**config.mk**
```make
export PLATFORM = sky130hd
export DESIGN_NAME = stk_pair_seq
export DESIGN_NICKNAME = d
export VERILOG_FILES = /design/src/rtl/stk_pkg.sv /design/src/rtl/stk_ctrl.sv /design/src/rtl/stk_addr_gen.sv /design/src/rtl/stk_capture.sv /design/src/rtl/stk_pair_seq.sv
export SDC_FILE = /design/constraint.sdc
export NUM_CORES = 1
export LEC_CHECK = 0
export CAP_MARGIN = 40
export CORE_ASPECT_RATIO = 0.7
export CORE_MARGIN = 4
export CORE_UTILIZATION = 35
export CTS_BUF_LIST = sky130_fd_sc_hd__clkbuf_16
export DETAILED_ROUTE_END_ITERATION = 8
export PLACE_DENSITY = 0.59
export REMOVE_ABC_BUFFERS = 1
export SLEW_MARGIN = 40
export SYNTH_ARGS = -nofsm -noshare
export SYNTH_HDL_FRONTEND = slang
export SYNTH_HIERARCHICAL = 1
export SYNTH_SLANG_ARGS = --single-unit
```
**constraint.sdc**
```tcl
create_clock -name clk -period 2.5 [get_ports clk]
set_input_delay 0.375 -clock clk [delete_from_list [all_inputs] [get_ports clk]]
set_output_delay 0.375 -clock clk [all_outputs]
set_load 0.05 [all_outputs]
```
**src/rtl/stk_pkg.sv**
```systemverilog
package stk_pkg;

  typedef enum logic [2:0] {
    CMD_PUSH = 3'd0,
    CMD_POP  = 3'd1,
    CMD_XCHG = 3'd2,
    CMD_LDSP = 3'd3,
    CMD_CALL = 3'd4,
    CMD_RET  = 3'd5
  } stk_cmd_e;

  localparam int STEP_W = 2;

  // Codes 6 and 7 are unused and must be rejected.
  function automatic logic cmd_known(logic [2:0] c);
    return c <= 3'd5;
  endfunction

  // Index of the final cycle of each operation.
  function automatic logic [STEP_W-1:0] final_step(stk_cmd_e c);
    case (c)
      CMD_XCHG: return STEP_W'(3);
      CMD_LDSP: return STEP_W'(0);
      default:  return STEP_W'(1);
    endcase
  endfunction

  function automatic logic is_pushlike(stk_cmd_e c);
    return (c == CMD_PUSH) || (c == CMD_CALL);
  endfunction

  function automatic logic is_poplike(stk_cmd_e c);
    return (c == CMD_POP) || (c == CMD_RET);
  endfunction

endpackage

```
**src/rtl/stk_ctrl.sv**
```systemverilog
module stk_ctrl
  import stk_pkg::*;
(
  input  logic              clk,
  input  logic              rst,
  input  logic              start,
  input  logic [2:0]        cmd_in,
  output logic              busy,
  output logic [STEP_W-1:0] step,
  output stk_cmd_e          cur_cmd,
  output logic              accept,
  output logic              last,
  output logic              done
);

  assign accept = start && !busy && cmd_known(cmd_in);
  assign last   = busy && (step == final_step(cur_cmd));

  always_ff @(posedge clk) begin
    if (rst) begin
      busy    <= 1'b0;
      step    <= '0;
      cur_cmd <= CMD_PUSH;
      done    <= 1'b0;
    end else begin
      done <= last;
      if (accept) begin
        busy    <= 1'b1;
        step    <= '0;
        cur_cmd <= stk_cmd_e'(cmd_in);
      end else if (last) begin
        busy <= 1'b0;
        step <= '0;
      end else if (busy) begin
        step <= step + 1'b1;
      end
    end
  end

endmodule

```
**src/rtl/stk_addr_gen.sv**
```systemverilog
module stk_addr_gen
  import stk_pkg::*;
#(
  parameter int DW = 8
) (
  input  logic              busy,
  input  stk_cmd_e          cur_cmd,
  input  logic [STEP_W-1:0] step,
  input  logic [2*DW-1:0]   sp,
  input  logic [2*DW-1:0]   opnd,
  output logic [2*DW-1:0]   addr,
  output logic              we,
  output logic [DW-1:0]     wdata,
  output logic [2*DW-1:0]   sp_next
);

  localparam int AW = 2 * DW;

  function automatic logic [AW-1:0] ptr_up(logic [AW-1:0] p);
    return p + 1'b1;
  endfunction

  function automatic logic [AW-1:0] ptr_down(logic [AW-1:0] p);
    return p - 1'b1;
  endfunction

  logic [DW-1:0] hi_b, lo_b;
  assign hi_b = opnd[AW-1:DW];
  assign lo_b = opnd[DW-1:0];

  always_comb begin
    addr    = sp;
    we      = 1'b0;
    wdata   = '0;
    sp_next = sp;
    if (busy) begin
      if (is_pushlike(cur_cmd)) begin
        addr    = ptr_down(sp);
        we      = 1'b1;
        wdata   = (step == '0) ? hi_b : lo_b;
        sp_next = ptr_down(sp);
      end else if (is_poplike(cur_cmd)) begin
        addr    = sp;
        sp_next = ptr_up(sp);
      end else if (cur_cmd == CMD_XCHG) begin
        addr  = step[1] ? ptr_up(sp) : sp;
        we    = step[0];
        wdata = step[1] ? hi_b : lo_b;
      end else if (cur_cmd == CMD_LDSP) begin
        sp_next = opnd;
      end
    end
  end

endmodule

```
**src/rtl/stk_capture.sv**
```systemverilog
module stk_capture
  import stk_pkg::*;
#(
  parameter int DW = 8
) (
  input  logic              clk,
  input  logic              rst,
  input  logic              busy,
  input  stk_cmd_e          cur_cmd,
  input  logic [STEP_W-1:0] step,
  input  logic              last,
  input  logic [DW-1:0]     rdata,
  input  logic [2*DW-1:0]   opnd,
  input  logic [2*DW-1:0]   tgt,
  output logic [2*DW-1:0]   result
);

  logic [DW-1:0] lo_q, hi_q;

  always_ff @(posedge clk) begin
    if (rst) begin
      lo_q   <= '0;
      hi_q   <= '0;
      result <= '0;
    end else if (busy) begin
      if (is_poplike(cur_cmd)) begin
        if (step == '0) lo_q <= rdata;
        if (last) result <= {rdata, lo_q};
      end else if (cur_cmd == CMD_XCHG) begin
        if (step == STEP_W'(0)) lo_q <= rdata;
        if (step == STEP_W'(2)) hi_q <= rdata;
        if (last) result <= {hi_q, lo_q};
      end else if (cur_cmd == CMD_CALL) begin
        if (last) result <= tgt;
      end else begin
        if (last) result <= opnd;
      end
    end
  end

endmodule

```
**src/rtl/stk_pair_seq.sv**
```systemverilog
module stk_pair_seq
  import stk_pkg::*;
#(
  parameter int DW = 8
) (
  input  logic              clk,
  input  logic              rst,
  input  logic              start,
  input  logic [2:0]        cmd,
  input  logic [2*DW-1:0]   operand,
  input  logic [2*DW-1:0]   target,
  input  logic [DW-1:0]     mem_rdata,
  output logic [2*DW-1:0]   mem_addr,
  output logic [DW-1:0]     mem_wdata,
  output logic              mem_we,
  output logic [2*DW-1:0]   sp_out,
  output logic [2*DW-1:0]   result,
  output logic              done
);

  localparam int AW = 2 * DW;

  logic              busy_w, accept_w, last_w;
  logic [STEP_W-1:0] step_w;
  stk_cmd_e          cur_cmd_w;
  logic [AW-1:0]     sp_q, sp_next_w, opnd_q, tgt_q;

  stk_ctrl u_ctrl (
    .clk(clk), .rst(rst), .start(start), .cmd_in(cmd),
    .busy(busy_w), .step(step_w), .cur_cmd(cur_cmd_w),
    .accept(accept_w), .last(last_w), .done(done)
  );

  stk_addr_gen #(.DW(DW)) u_addr (
    .busy(busy_w), .cur_cmd(cur_cmd_w), .step(step_w), .sp(sp_q),
    .opnd(opnd_q), .addr(mem_addr), .we(mem_we), .wdata(mem_wdata),
    .sp_next(sp_next_w)
  );

  stk_capture #(.DW(DW)) u_cap (
    .clk(clk), .rst(rst), .busy(busy_w), .cur_cmd(cur_cmd_w),
    .step(step_w), .last(last_w), .rdata(mem_rdata), .opnd(opnd_q),
    .tgt(tgt_q), .result(result)
  );

  always_ff @(posedge clk) begin
    if (rst) begin
      sp_q   <= '0;
      opnd_q <= '0;
      tgt_q  <= '0;
    end else begin
      if (accept_w) begin
        opnd_q <= operand;
        tgt_q  <= target;
      end
      if (busy_w) sp_q <= sp_next_w;
    end
  end

  assign sp_out = sp_q;

endmodule

```
# Word level (Yosys, flattened, before mapping)
# Index checks and enable logic that the tools add are counted.
# totals
reg_bits	87
latch_bits	0
ramBits	0
mem_bits_ro	0
in_bits	46
output_inout_bits	58
elab_cells	71
mem_count	0
# classes
addsub	3
n_mul	0
div	0
order_cmp	1
n_eq_ne	8
shift	0
muxes	32
bitwise_logic	1
reduce_logical	16
# ops
operator	count
$mux 16	16
$mux 8	9
$add 16x1->16 const B	1
$sub 16x1->16 const B	1
$eq 3x2->1 const B	2
$eq 3x3->1 const B	2
$mux 1	6
$pmux 2 s2	1
$reduce_and 2->1	2
$reduce_and 4->1	1
$reduce_bool 2->1	2
$eq 3x1->1 const B	1
$le 3x3->1 const B	1
$logic_and 1x1->1	3
$logic_not 3->1	1
$ne 3x1->1 const B	1
$reduce_and 3->1	1
$reduce_bool 3->1	1
$reduce_or 3->1	1
$add 2x1->2 const B	1
$eq 2x2->1	1
$eq 2x2->1 const B	1
$logic_not 2->1	1
$logic_or 1x1->1	2
other kinds (2)	2

# Logic depth before layout (Yosys ltp)
# logic_depth
word_depth	8
depth_mapped	10
mapped_depth_nobuf	9

# Hierarchy
# The synthesis kept the hierarchy.
# modules_own_cells
mod	n_inst	cells_each	area_per_inst_um2	seq_area_each_um2
stk_addr_gen	1	337	1988.2	0.0
stk_capture	1	194	1783.0	640.6
stk_pair_seq	1	155	1746.7	960.9
stk_ctrl	1	42	384.1	140.1

# Worst setup path after synthesis
# Ideal clock, no wire load.
# synth_timing
path_type	register to output
startpoint	reg sp_q[10], in the netlist sp_out[10]
endpoint	out mem_addr[15]
arrival_ps	3095
t_required_ps	2125
slack_ps	-970
stages_incl_launch_ff	8
path_buffers	2
path_cell_list	dfxtp_1 buf_6 or4_4 buf_6 or4_4 or3_4 o32ai_2 xor2_1
# synth_between
elab_chain_cells	6
elab_cells_between_ends	7
classes_between	add/sub (2); mux (5)
# synth_rtl
element	line	source
from (decl)	stk_pair_seq.sv:26	logic [AW-1:0] sp_q, sp_next_w, opnd_q, tgt_q;
from (signal assigned)	stk_pair_seq.sv:56	if (busy_w) sp_q <= sp_next_w;
$add 16x1->16	stk_addr_gen.sv:20	return p + 1'b1;
$mux 16	stk_addr_gen.sv:46	addr = step[1] ? ptr_up(sp) : sp;
$mux 16	stk_addr_gen.sv:45	end else if (cur_cmd == CMD_XCHG) begin
$mux 16	stk_addr_gen.sv:42	end else if (is_poplike(cur_cmd)) begin
$mux 16 (*)	stk_addr_gen.sv:37	if (is_pushlike(cur_cmd)) begin
$mux 16 (*)	stk_addr_gen.sv:36	if (busy) begin
to (decl)	stk_pair_seq.sv:13	output logic [2*DW-1:0] mem_addr,
# Every way passes the cells marked *; elsewhere a longest branch is shown, timed or not.

# Final worst setup path
# Ends and elaborated chain as after synthesis.

==> metrics.md <==
| Metric | Value |
|---|---|
| Status | `complete, but fails checks` |
| Violated checks | `setup timing` |
| DP Area | `7621 um^2` |
| FF-to-FF End | `sp_out[15]$_SDFFE_PP0P_` |
| Initial core utilization | `35.89%` |
| CTS tree | `yes` |
| Synth-to-layout area growth | `47.78%` |
| Worst Reg-to-Reg Cells | `8` |
| Ys Warns | `6` |
| DR DRC count | `0` |
| Most used cell, CP | `or4_4` |
| Tmin final | `2.886 ns` |
| Num rows | `39` |
| Hold EP | `u_cap/lo_q[1]$_SDFFE_PP0P_` |
| Max Slew Vio Count | `0` |
| Worst Max-Slew Pin Slew | `0.8385 ns` |
| Reg clk slew, reported paths | `0.07 ns` |
| FFs w/ async S/R, synth | `0%` |
| GRT overflow | `0` |
| Cell Area, Synth | `5902 um^2` |
| CTS Sinks | `87` |
| Final wirelength | `22,090 um` |
| Max H-tree Level | `3` |
| DP HPWL | `15,300 um` |
| Power per cell area | `604.2 nW/um^2` |
| Overall routing resource usage | `22.25%` |
| Crit path largest cell delay | `0.53 ns` |
| Global-route wire length before repair | `33,580 um` |
| Placed Cells incl. Taps | `1,056` |
| Final Cell Area | `8722 um^2` |
| Synth Flop Type | `dfxtp_1` |
| Total die area | `19,040 um^2` |
| Max IR drop VDD | `0.0002925 V` |
| Final hold vios | `0` |
| Largest area contributor in the netlist | `dfxtp_1` |
| Distinct cell type count after synthesis | `76` |
| Count leader, synth | `nor2_1` |
| Die width | `163.2 um` |
| Min-delay src | `u_cap/lo_q[1]$_SDFFE_PP0P_` |
| CP required | `2.12 ns` |
| Die height | `116.6 um` |
| Final worst slack | `-0.3864 ns` |
| Cell Chain, Critical Path | `or4_4 -> or4_4 -> or3_4 -> o32ai_4 -> xor2_2 -> clkbuf_16` |
| Hold depth | `2` |
| #FFs+latches synth | `87` |
| Drt wl/cell | `20.14 um` |
| MaxCap Viol Count | `0` |
| Layout cells sized above 1 | `25.69%` |
| Mapped Cells | `728` |
| Worst rel slew slack | `44.04%` |
| Arrival time at the worst endpoint | `2.51 ns` |
| CP Launch Type | `register` |
| Layout fillers | `1,536` |
| Number of global-route vias before repair | `5,835` |
| I/O Buffers | `103` |
| Tcrit/Tclk final | `115.5%` |
| Unrepaired setup endpoints after global routing | `yes` |
| Core area | `16,440 um^2` |
| Crit path max fanout | `2` |
| Worst min path class | `reg2reg` |
| Crit. End Element | `output port` |
| Initial antenna violation count | `0` |
| Register area share after synthesis | `29.51%` |
| Top cells by area, synth | `dfxtp_1 30%, mux2i_1 10%, nor2_1 6.0%, a21oi_1 4.2%, a221oi_1 3.6%` |
| CTS Buf Count | `9` |
| Non-filler cells, final | `1,097` |
| Clock latency on the worst-skew pair | `0.35 ns` |
| Clock root cell | `clkbuf_16` |
| GP Congestion | `0.9228` |
| Number of antenna repair diodes | `0` |
| CTS Buffer Depth | `2` |
| Final #Nets | `915` |
| Clock Skews | `0.008695 ns` |
| WS Path Type | `reg2out` |
| Peak Freq | `346.4 MHz` |
| Final ANT Viol Nets | `0` |
| List of most frequent post-synthesis cells | `94 x nor2_1, 87 x dfxtp_1, 60 x mux2i_1, 49 x a21oi_1, 42 x nand2_1` |
| DRT Pass-1 Iters | `5` |
| Post-synth top area share | `29.51%` |
| Via count | `6,354` |
| Drt initial violations | `593` |
| I/O pins | `104` |
| Static leakage | `3.205 nW` |
| Setup TNS | `-1.535 ns` |
| Crit path max-delay family | `simple AND/OR/NAND/NOR gates` |
| Final setup violation count | `9` |
| R2r startpoint | `sp_out[14]$_SDFFE_PP0P_` |
| Vias per cell | `5.792` |
| Crit path max-delay cell type | `or4_4` |
| Syn Area/Cell | `8.107 um^2` |
| Post-synth EDFFs | `0` |
| CP bufs+invs | `1` |
| Pin count of the biggest net entering global routing | `59` |
| Reg2Reg Setup Slack | `0.06 ns` |
==> per-layer routing <==
metal / up-vias / part of all wire (%) / GRT usage (%) / wire [um]
met5: - / 0 / 0 / 0
met4: 0 / 0.65 / 3.687 / 143
met3: 14 / 9.2 / 4.586 / 2036
met2: 319 / 41 / 31.19 / 9073
met1: 3064 / 49 / 35.07 / 10840
li1: 2957 / - / - / -
==> logic make-up after synthesis <==
group	Yosys count	synth area share, %
fa+ha+maj	2	0.4239
buf+inv	75	7.144
mux	77	13.48
xor+xnor	19	2.820
flops	87	29.51
compound gates	200	23.09
simple gates	268	23.53
==> registers in the layout, indices dropped and copies added, names as in the netlist <==
register	cells
u_cap/lo_q	8
tgt_q	16
opnd_q	16
sp_out	16
u_ctrl/step	2
u_ctrl/busy	1
u_cap/hi_q	8
u_ctrl/cur_cmd	3
u_cap/result	16
u_ctrl/done	1
==> through the flow <==
stage               setup slack [ns]  utilization, %  hold WS (ns)  power [mW]
floorplan                     -1.281               -        0.4439       2.623
global placement             -0.1021           46.34        0.4575       3.458
detailed placement          -0.09728           46.34        0.4590       3.471
CTS                          -0.4331           51.13        0.4754       5.156
global route                 -0.4397           53.04        0.5029       5.461
finish                       -0.3864           53.04        0.4738       5.270
==> repair_timing <==
| item | in CTS | in global routing |
|---|---|---|
| endpoints found under the setup margin | 23 | 24 |
| setup buffers | 11 | 11 |
| cloned | 1 | 4 |
| hold buffers | 0 | 0 |
| resized for setup | 86 | 42 |
| pin swaps | 19 | 26 |
==> worst max path at each step <==
stage,slack [ns],startpoint,to,cells past startpoint
2_1_floorplan,-1.28,u_ctrl/cur_cmd[1]$_SDFFE_PP0P_,mem_addr[14],5
3_5_place_dp,-0.1,sp_out[10]$_SDFFE_PP0P_,mem_addr[15],6
5_1_grt,-0.44,sp_out[10]$_SDFFE_PP0P_,mem_addr[15],6
4_1_cts,-0.43,sp_out[10]$_SDFFE_PP0P_,mem_addr[15],6
6_report,-0.39,sp_out[10]$_SDFFE_PP0P_,mem_addr[15],6
3_3_place_gp,-0.10,sp_out[10]$_SDFFE_PP0P_,mem_addr[15],6
==> where the power goes <==
group / internal (mW) / switching, mW
clock: 0.799 / 0.637
sequential: 1.46 / 0.0878
combinational: 1.08 / 1.21
==> tightest hold or removal path, stage by stage (launching register included) <==
cell and delay (ns):
dfxtp_1 0.31, nand2b_1 0.06, mux2i_1 0.06
==> area by class of cell <==
| type | count | area, um^2 | share of cell area (%) |
|---|---|---|---|
| multi-input cells | 566 | 4138 | 47.44 |
| repair buffers | 196 | 2196 | 25.18 |
| flip-flops and latches | 87 | 1757 | 20.14 |
| well taps | 225 | 281.5 | 3.228 |
| clock buffers | 9 | 225.2 | 2.582 |
| clock inverters | 7 | 92.59 | 1.062 |
| inverters | 7 | 32.53 | 0.3730 |
==> cells in the final DEF, fill, tap and decap left out, drive strengths merged, types with 3 or more instances in the layout <==
cell	synthesis	routed
o21ai	40	40
nor4	7	7
a22oi	17	17
a211o	4	4
nand4	10	10
clkinvlp	0	3
a211oi	19	19
or3	8	8
mux2i	60	60
nor3	16	16
a221oi	26	26
o211ai	3	3
a21oi	49	49
o41ai	3	3
xor2	9	9
clkdlybuf4s50	0	77
clkbuf	34	15
inv	7	8
xnor2	10	10
nand2b	24	24
nor2	95	95
a31oi	3	3
nor2b	5	5
buf	34	111
o22ai	7	7
dfxtp	87	87
or4	7	7
o21a	5	5
or3b	5	5
nor3b	7	7
a21o	3	3
nand3	22	22
and3	3	3
and2	7	7
nand2	42	42
mux2	17	17
(Power assumes the default switching activity.)
